[config.mk]
export PLATFORM = sky130hd
export DESIGN_NAME = trk_adc_ctrl
export DESIGN_NICKNAME = d
export VERILOG_FILES = /design/src/rtl/trk_pkg.sv /design/src/rtl/trk_sync.sv /design/src/rtl/trk_updn.sv /design/src/rtl/trk_lock.sv /design/src/rtl/trk_adc_ctrl.sv
export SDC_FILE = /design/constraint.sdc
export NUM_CORES = 1
export LEC_CHECK = 0
export CAP_MARGIN = 15
export CELL_PAD_IN_SITES_DETAIL_PLACEMENT = 0
export CELL_PAD_IN_SITES_GLOBAL_PLACEMENT = 1
export CORE_ASPECT_RATIO = 1.4
export CORE_MARGIN = 4
export CORE_UTILIZATION = 30
export DETAILED_ROUTE_END_ITERATION = 8
export GPL_ROUTABILITY_DRIVEN = 0
export PLACE_DENSITY_LB_ADDON = 0.1
export SYNTH_ARGS = -nofsm -noshare
export SYNTH_HDL_FRONTEND = slang
export SYNTH_HIERARCHICAL = 1
export SYNTH_SLANG_ARGS = --single-unit
export TNS_END_PERCENT = 30
[constraint.sdc]
create_clock -name clk -period 6.1 [get_ports clk]
set_clock_uncertainty 0.05 [all_clocks]
set_input_delay 0.915 -clock clk [delete_from_list [all_inputs] [get_ports clk]]
set_output_delay 0.915 -clock clk [all_outputs]
set_load 0.1 [all_outputs]
[src/rtl/trk_pkg.sv]
package trk_pkg;
  typedef enum logic {
    DIR_DOWN = 1'b0,
    DIR_UP   = 1'b1
  } trk_dir_e;
endpackage

[src/rtl/trk_sync.sv]
module trk_sync #(
  parameter int STAGES = 2
) (
  input  logic clk,
  input  logic rst,
  input  logic d_in,
  output logic d_out
);
  logic [STAGES-1:0] chain;

  generate
    for (genvar i = 0; i < STAGES; i++) begin : g_stage
      if (i == 0) begin : g_first
        always_ff @(posedge clk) begin
          if (rst) chain[0] <= 1'b0;
          else     chain[0] <= d_in;
        end
      end else begin : g_next
        always_ff @(posedge clk) begin
          if (rst) chain[i] <= 1'b0;
          else     chain[i] <= chain[i-1];
        end
      end
    end
  endgenerate

  assign d_out = chain[STAGES-1];
endmodule

[src/rtl/trk_updn.sv]
module trk_updn
  import trk_pkg::*;
#(
  parameter int W = 8
) (
  input  logic         clk,
  input  logic         rst,
  input  logic         en,
  input  trk_dir_e     dir,
  output logic [W-1:0] count
);
  localparam logic [W-1:0] MID  = {1'b1, {(W-1){1'b0}}};
  localparam logic [W-1:0] TOP  = {W{1'b1}};
  localparam logic [W-1:0] ZERO = '0;

  always_ff @(posedge clk) begin
    if (rst) begin
      count <= MID;
    end else if (en) begin
      if (dir == DIR_UP) begin
        if (count != TOP) count <= count + 1'b1;
      end else begin
        if (count != ZERO) count <= count - 1'b1;
      end
    end
  end
endmodule

[src/rtl/trk_lock.sv]
module trk_lock
  import trk_pkg::*;
#(
  parameter int REV_N = 4
) (
  input  logic     clk,
  input  logic     rst,
  input  logic     en,
  input  trk_dir_e dir,
  output logic     locked
);
  localparam int CW = $clog2(REV_N + 1);
  localparam logic [CW-1:0] REV_MAX = CW'(REV_N);

  logic          has_prev;
  trk_dir_e      last_dir;
  logic [CW-1:0] rev_cnt;
  logic [CW-1:0] rev_nxt;

  always_comb begin
    rev_nxt = rev_cnt;
    if (en) begin
      if (has_prev && (dir != last_dir)) begin
        if (rev_cnt != REV_MAX) rev_nxt = rev_cnt + 1'b1;
      end else begin
        rev_nxt = '0;
      end
    end
  end

  always_ff @(posedge clk) begin
    if (rst) begin
      has_prev <= 1'b0;
      last_dir <= DIR_DOWN;
      rev_cnt  <= '0;
      locked   <= 1'b0;
    end else if (en) begin
      has_prev <= 1'b1;
      last_dir <= dir;
      rev_cnt  <= rev_nxt;
      locked   <= (rev_nxt == REV_MAX);
    end
  end
endmodule

[src/rtl/trk_adc_ctrl.sv]
module trk_adc_ctrl
  import trk_pkg::*;
#(
  parameter int W          = 8,
  parameter int SYNC_STAGE = 2,
  parameter int LOCK_REV   = 4
) (
  input  logic         clk,
  input  logic         rst,
  input  logic         step_en,
  input  logic         cmp_in,
  output logic [W-1:0] dac_code,
  output logic [W-1:0] result,
  output logic         locked
);
  logic         cmp_s;
  trk_dir_e     dir;
  logic [W-1:0] count;

  trk_sync #(.STAGES(SYNC_STAGE)) u_sync (
    .clk   (clk),
    .rst   (rst),
    .d_in  (cmp_in),
    .d_out (cmp_s)
  );

  assign dir = cmp_s ? DIR_UP : DIR_DOWN;

  trk_updn #(.W(W)) u_cnt (
    .clk   (clk),
    .rst   (rst),
    .en    (step_en),
    .dir   (dir),
    .count (count)
  );

  trk_lock #(.REV_N(LOCK_REV)) u_lock (
    .clk    (clk),
    .rst    (rst),
    .en     (step_en),
    .dir    (dir),
    .locked (locked)
  );

  assign dac_code = count;
  assign result   = count;
endmodule

; ---- Word-level counts from Yosys, hierarchy flattened
; Cells that the tools add are included.
[word_totals]
output_inout_bits = 17
ff_bits = 16
elab_cells = 26
[classes]
n_addsub = 3
reduce_logical = 4
n_eq_ne = 5
mux = 7
[op_table]
columns = cell, count
row1 = 2-to-1 mux 8 bit, 3
row2 = 2-to-1 mux 3 bit, 3
row3 = "adder 8 x 1 -> 8 bit, second input constant", 1
row4 = "!= test 8 bit, second input constant", 1
row5 = nonzero test 8 bit, 1
row6 = "subtractor 8 x 1 -> 8 bit, second input constant", 1
row7 = "adder 3 x 1 -> 3 bit, second input constant", 1
row8 = "equality test 3 bit, second input constant", 1
row9 = "!= test 3 bit, second input constant", 1
row10 = AND reduction 3 bit, 1
row11 = "!= test 2 bit, second input constant", 1
row12 = nonzero test 2 bit, 1
row13 = logical AND 1 bit, 1
row14 = 2-to-1 mux 1 bit, 1
row15 = != test 1 bit, 1

; ---- Logic depth before layout (Yosys ltp)
[depth]
ltp_word = 6
depth_mapped = 7
depth_no_buf = 7

; ---- By module
; The synthesis kept the hierarchy.
[modules_own_cells]
columns = module, seq_area_each_um2, instances, cells_each, area_per_inst_um2
row1 = trk_updn, 160.2, 1, 74, 648.1
row2 = trk_lock, 120.1, 1, 38, 322.8
row3 = trk_adc_ctrl, 0.0, 1, 8, 60.1
row4 = trk_sync, 40.0, 1, 4, 52.6

; ---- Worst setup path after synthesis
; Ideal clock, no wire load.
[synth_path]
path_type = reg2reg
startpoint = register u_cnt.count[1]
endpoint = register u_cnt.count[7]
synth_period_minus_slack_ns = 2.584
path_slack_ns = 3.516
t_arrival_ns = 2.462
stages_incl_launch_ff = 7
n_path_buf = 0
t_required_ns = 5.978
setup_time_ns = 0.072
cell_sequence = dfxtp_1 > ha_1 > a211oi_2 > o21ai_1 > a311o_1 > a21boi_2 > mux2i_1
[synth_between]
elab_chain_len = 3
word_cells_on_any_way = 10
cone_classes = add/sub: 2 / eq/ne: 2 / mux: 3 / reduce/logical: 3
[synth_rtl]
columns = item, line_no
row1 = "start, declared", trk_updn.sv:10  ; output logic [W-1:0] count
row2 = "start signal, assigned", trk_updn.sv:21  ; if (count != TOP) count <= count + 1'b1;
row3 = "start signal, assigned", trk_updn.sv:23  ; if (count != ZERO) count <= count - 1'b1;
row4 = subtractor 8 x 1 -> 8 bit (tied with other cells), trk_updn.sv:23
row5 = 2-to-1 mux 8 bit (tied with other cells), trk_updn.sv:23
row6 = 2-to-1 mux 8 bit / AND reduction 3 bit (equally long branches), -
; Parallel ways exist; a longest one is shown, timed or not. The select of a mux whose other input is x is not followed.
; A chain may end at the register's enable or synchronous reset.

; ---- Worst setup path in the final report
[layout_path]
startpoint = register u_cnt.count[0]
endpoint = output port result[0]
[layout_lines]
columns = item, line_no
row1 = "end, declared", trk_adc_ctrl.sv:13  ; output logic [W-1:0] result,
; No word-level cell between the ends.

==> flow_metrics.tcl <==
set metrics [dict create \
    cp_max_fo 8 \
    hpwl_um 1998 \
    die_w_um 58.79 \
    slew_headroom 0.3518 \
    rr_startpoint "u_sync/d_out$_SDFF_PP0_" \
    clock_latency_ns 0.24 \
    min_from "u_sync/chain[0]$_SDFF_PP0_" \
    fp.dieArea_mm2 0.004651 \
    worstSetupPathType "reg -> out" \
    grt_pass1_vias 897 \
    ir_drop_mv 0.2258 \
    seq_area_frac_synth 0.2956 \
    ioPinCount 21 \
    intPower_mw 0.3052 \
    syn_avg_cell_area_um2 8.738 \
    drc_errors 0 \
    finalCritPeriodShare 0.4868 \
    core_mm2 0.003441 \
    synthDistinctLibCells 38 \
    leakage_nw 0.4902 \
    start_util 0.3149 \
    ys_ff_latch 16 \
    antenna_cells 0 \
    place_ws_ns 3.382 \
    synth_fp_nets 137 \
    netlist_area_mm2 0.001084 \
    clock_sinks 16 \
    slowest_stage "clkdlybuf4s50_1" \
    path_cells "clkdlybuf4s50_1" \
    rsz0062_at_grt "no" \
    fillers 372 \
    p_comb_frac 0.676 \
    seqPwrFrac 0.218 \
    drtAntennaViolNets 0 \
    synth_warnings 6 \
    switching_share 0.5798 \
    cp-end-kind "output port" \
    drv_slew 0 \
    rows 25 \
    worst-path-buf-inv 1 \
    grt_pass1_wl_um 4278 \
    outcome "finished clean" \
    p_sw_mw 0.4211 \
    clk_pin_slew_ns 0.06 \
    viasPerCell 5.260 \
    antenna_found_initial 0 \
    timing.setup.tns_ns 0 \
    async_flop_share 0 \
    io_buffers 20 \
    die_h_um 79.11 \
    gr-total-overflow 0 \
    cts_tree "yes" \
    drive_gt1_frac 0.06569 \
    drt_wl_total_um 2612 \
    syn2layout_area_growth_pct 20.67 \
    ctsResizeCount 0 \
    maxCapViolCount 0 \
    cts-buffers-inserted 3 \
    cts_setup_buffers 0 \
    pwr-share-clk 0.106 \
    finalWorstSetupSlack_ns 3.131 \
    hold_class "reg -> reg" \
    fmax_mhz 336.8 \
    synth_edf_count 0 \
    worst_ep_arrival_time_ns 2.00 \
    crit_family "buffers and inverters" \
    power.density_mw_per_mm2 555.5 \
    synthFlopType "dfxtp_1" \
    startpoint_type "flop" \
    dr.pass1.iters 4 \
    fin_nets 152 \
    ctsHtreeMaxLevel 1 \
    clock_path_buffers 2 \
    vias 931 \
    drt-initial-drc-count 27 \
    hold_buffers 0 \
    cp-startpoint "u_cnt/count[0]$_SDFFE_PP0P_" \
    finalSetupViolations 0 \
    required_ns 5.13 \
    synth_cells 124 \
    slowest_delay_ns 1.21 \
    grt_max_degree 19 \
    worst_pin_slew_ns 0.9693 \
    hold_viol 0 \
    track_usage 0.1225 \
    wl_per_cell_um 14.76 \
    period_needed_ns 2.969 \
    clockRootBuffer "clkbuf_8" \
]
layout by cell type, fill, tap and decap left out, drive strengths merged, types with 2 or more instances in the layout:
cell / instances
mux2i: 5
a21o: 2
nand3: 4
o21ai: 6
xnor2: 5
inv: 7
a211oi: 4
nand2: 5
and3: 2
clkdlybuf4s50: 20
nand2b: 2
nor3b: 2
a31oi: 4
a21oi: 9
clkbuf: 3
nor2b: 4
dfxtp: 16
nor2: 12
nand4: 3
o211ai: 2
ha: 8
cells by family after synthesis:
group                      synth area share
xor gates and xnor gates            0.04850
buffers and inverters               0.08661
and+or+nand+nor                      0.1894
AOI/OAI and AO/OA                    0.2228
adders and majority gates            0.1109
muxes                               0.04619
DFF                                  0.2956
layout make-up:
class,instances,area [um^2],share of cell area
clock buffers,3,41.29,0.03158
inverters,7,26.28,0.02010
multi-input cells,91,669.4,0.5120
flip-flops and latches,16,320.3,0.2450
well taps,40,50.05,0.03828
repair buffers,20,200.2,0.1531
flip-flops by register name (all words and copies together), names as in the netlist:
register         flops
u_lock/has_prev      1
u_sync/chain         1
u_lock/locked        1
u_sync/d_out         1
u_lock/rev_cnt       3
u_cnt/count          8
u_lock/last_dir      1
power groups by stage:
stage	Clock [mW]	Combinational, mW	Sequential [mW]
floorplan	0	0.301	0.269
global placement	0	0.492	0.160
detailed placement	0	0.492	0.161
CTS	0.0789	0.494	0.159
global route	0.0853	0.518	0.163
finish	0.0767	0.491	0.158
final timing paths:
path | endpoint | cells after the start | slack, ns
max | result[0] | 1 | 3.13
min | u_sync/d_out$_SDFF_PP0_ | 1 | 0.41
max reg2reg | u_cnt/count[7]$_SDFFE_PP1P_ | 7 | 3.70
min reg2reg | u_sync/d_out$_SDFF_PP0_ | 1 | 0.41
metrics by stage:
step | hold WS, ns | cell area, um^2 | total power, mW | util | std cells
finish | 0.4052 | 1308 | 0.7263 | 0.3800 | 177
global route | 0.4256 | 1308 | 0.7665 | 0.3800 | 177
detailed placement | 0.3754 | 1266 | 0.6536 | 0.3680 | 174
global placement | 0.3787 | 1266 | 0.6525 | 0.3680 | 174
floorplan | 0.3638 | 1084 | 0.5698 | - | 124
CTS | 0.4051 | 1308 | 0.7318 | 0.3800 | 177
synthesized netlist by cell type (2+ instances only):
library cell	count	share of area
nor2b_1	4	0.023
nand4_1	3	0.017
nand2b_1	2	0.012
mux2i_1	5	0.046
xnor2_1	5	0.040
nor3b_1	2	0.014
ha_1	8	0.092
inv_1	7	0.024
buf_4	8	0.055
nand2_1	5	0.017
o211ai_1	2	0.014
a21oi_1	9	0.042
nand3_1	4	0.018
o21ai_0	5	0.023
dfxtp_1	16	0.30
nor2_1	12	0.042
a211oi_1	3	0.021
a31oi_1	3	0.017
a21o_1	2	0.014
metal layers:
layer	track usage	share of wire	up-vias
met1	0.1349	0.42	452
met5	0	0	-
met4	0.07483	0.016	0
li1	-	-	465
met2	0.2157	0.54	12
met3	0.01463	0.024	2
Power figures use the tool's default switching activity.
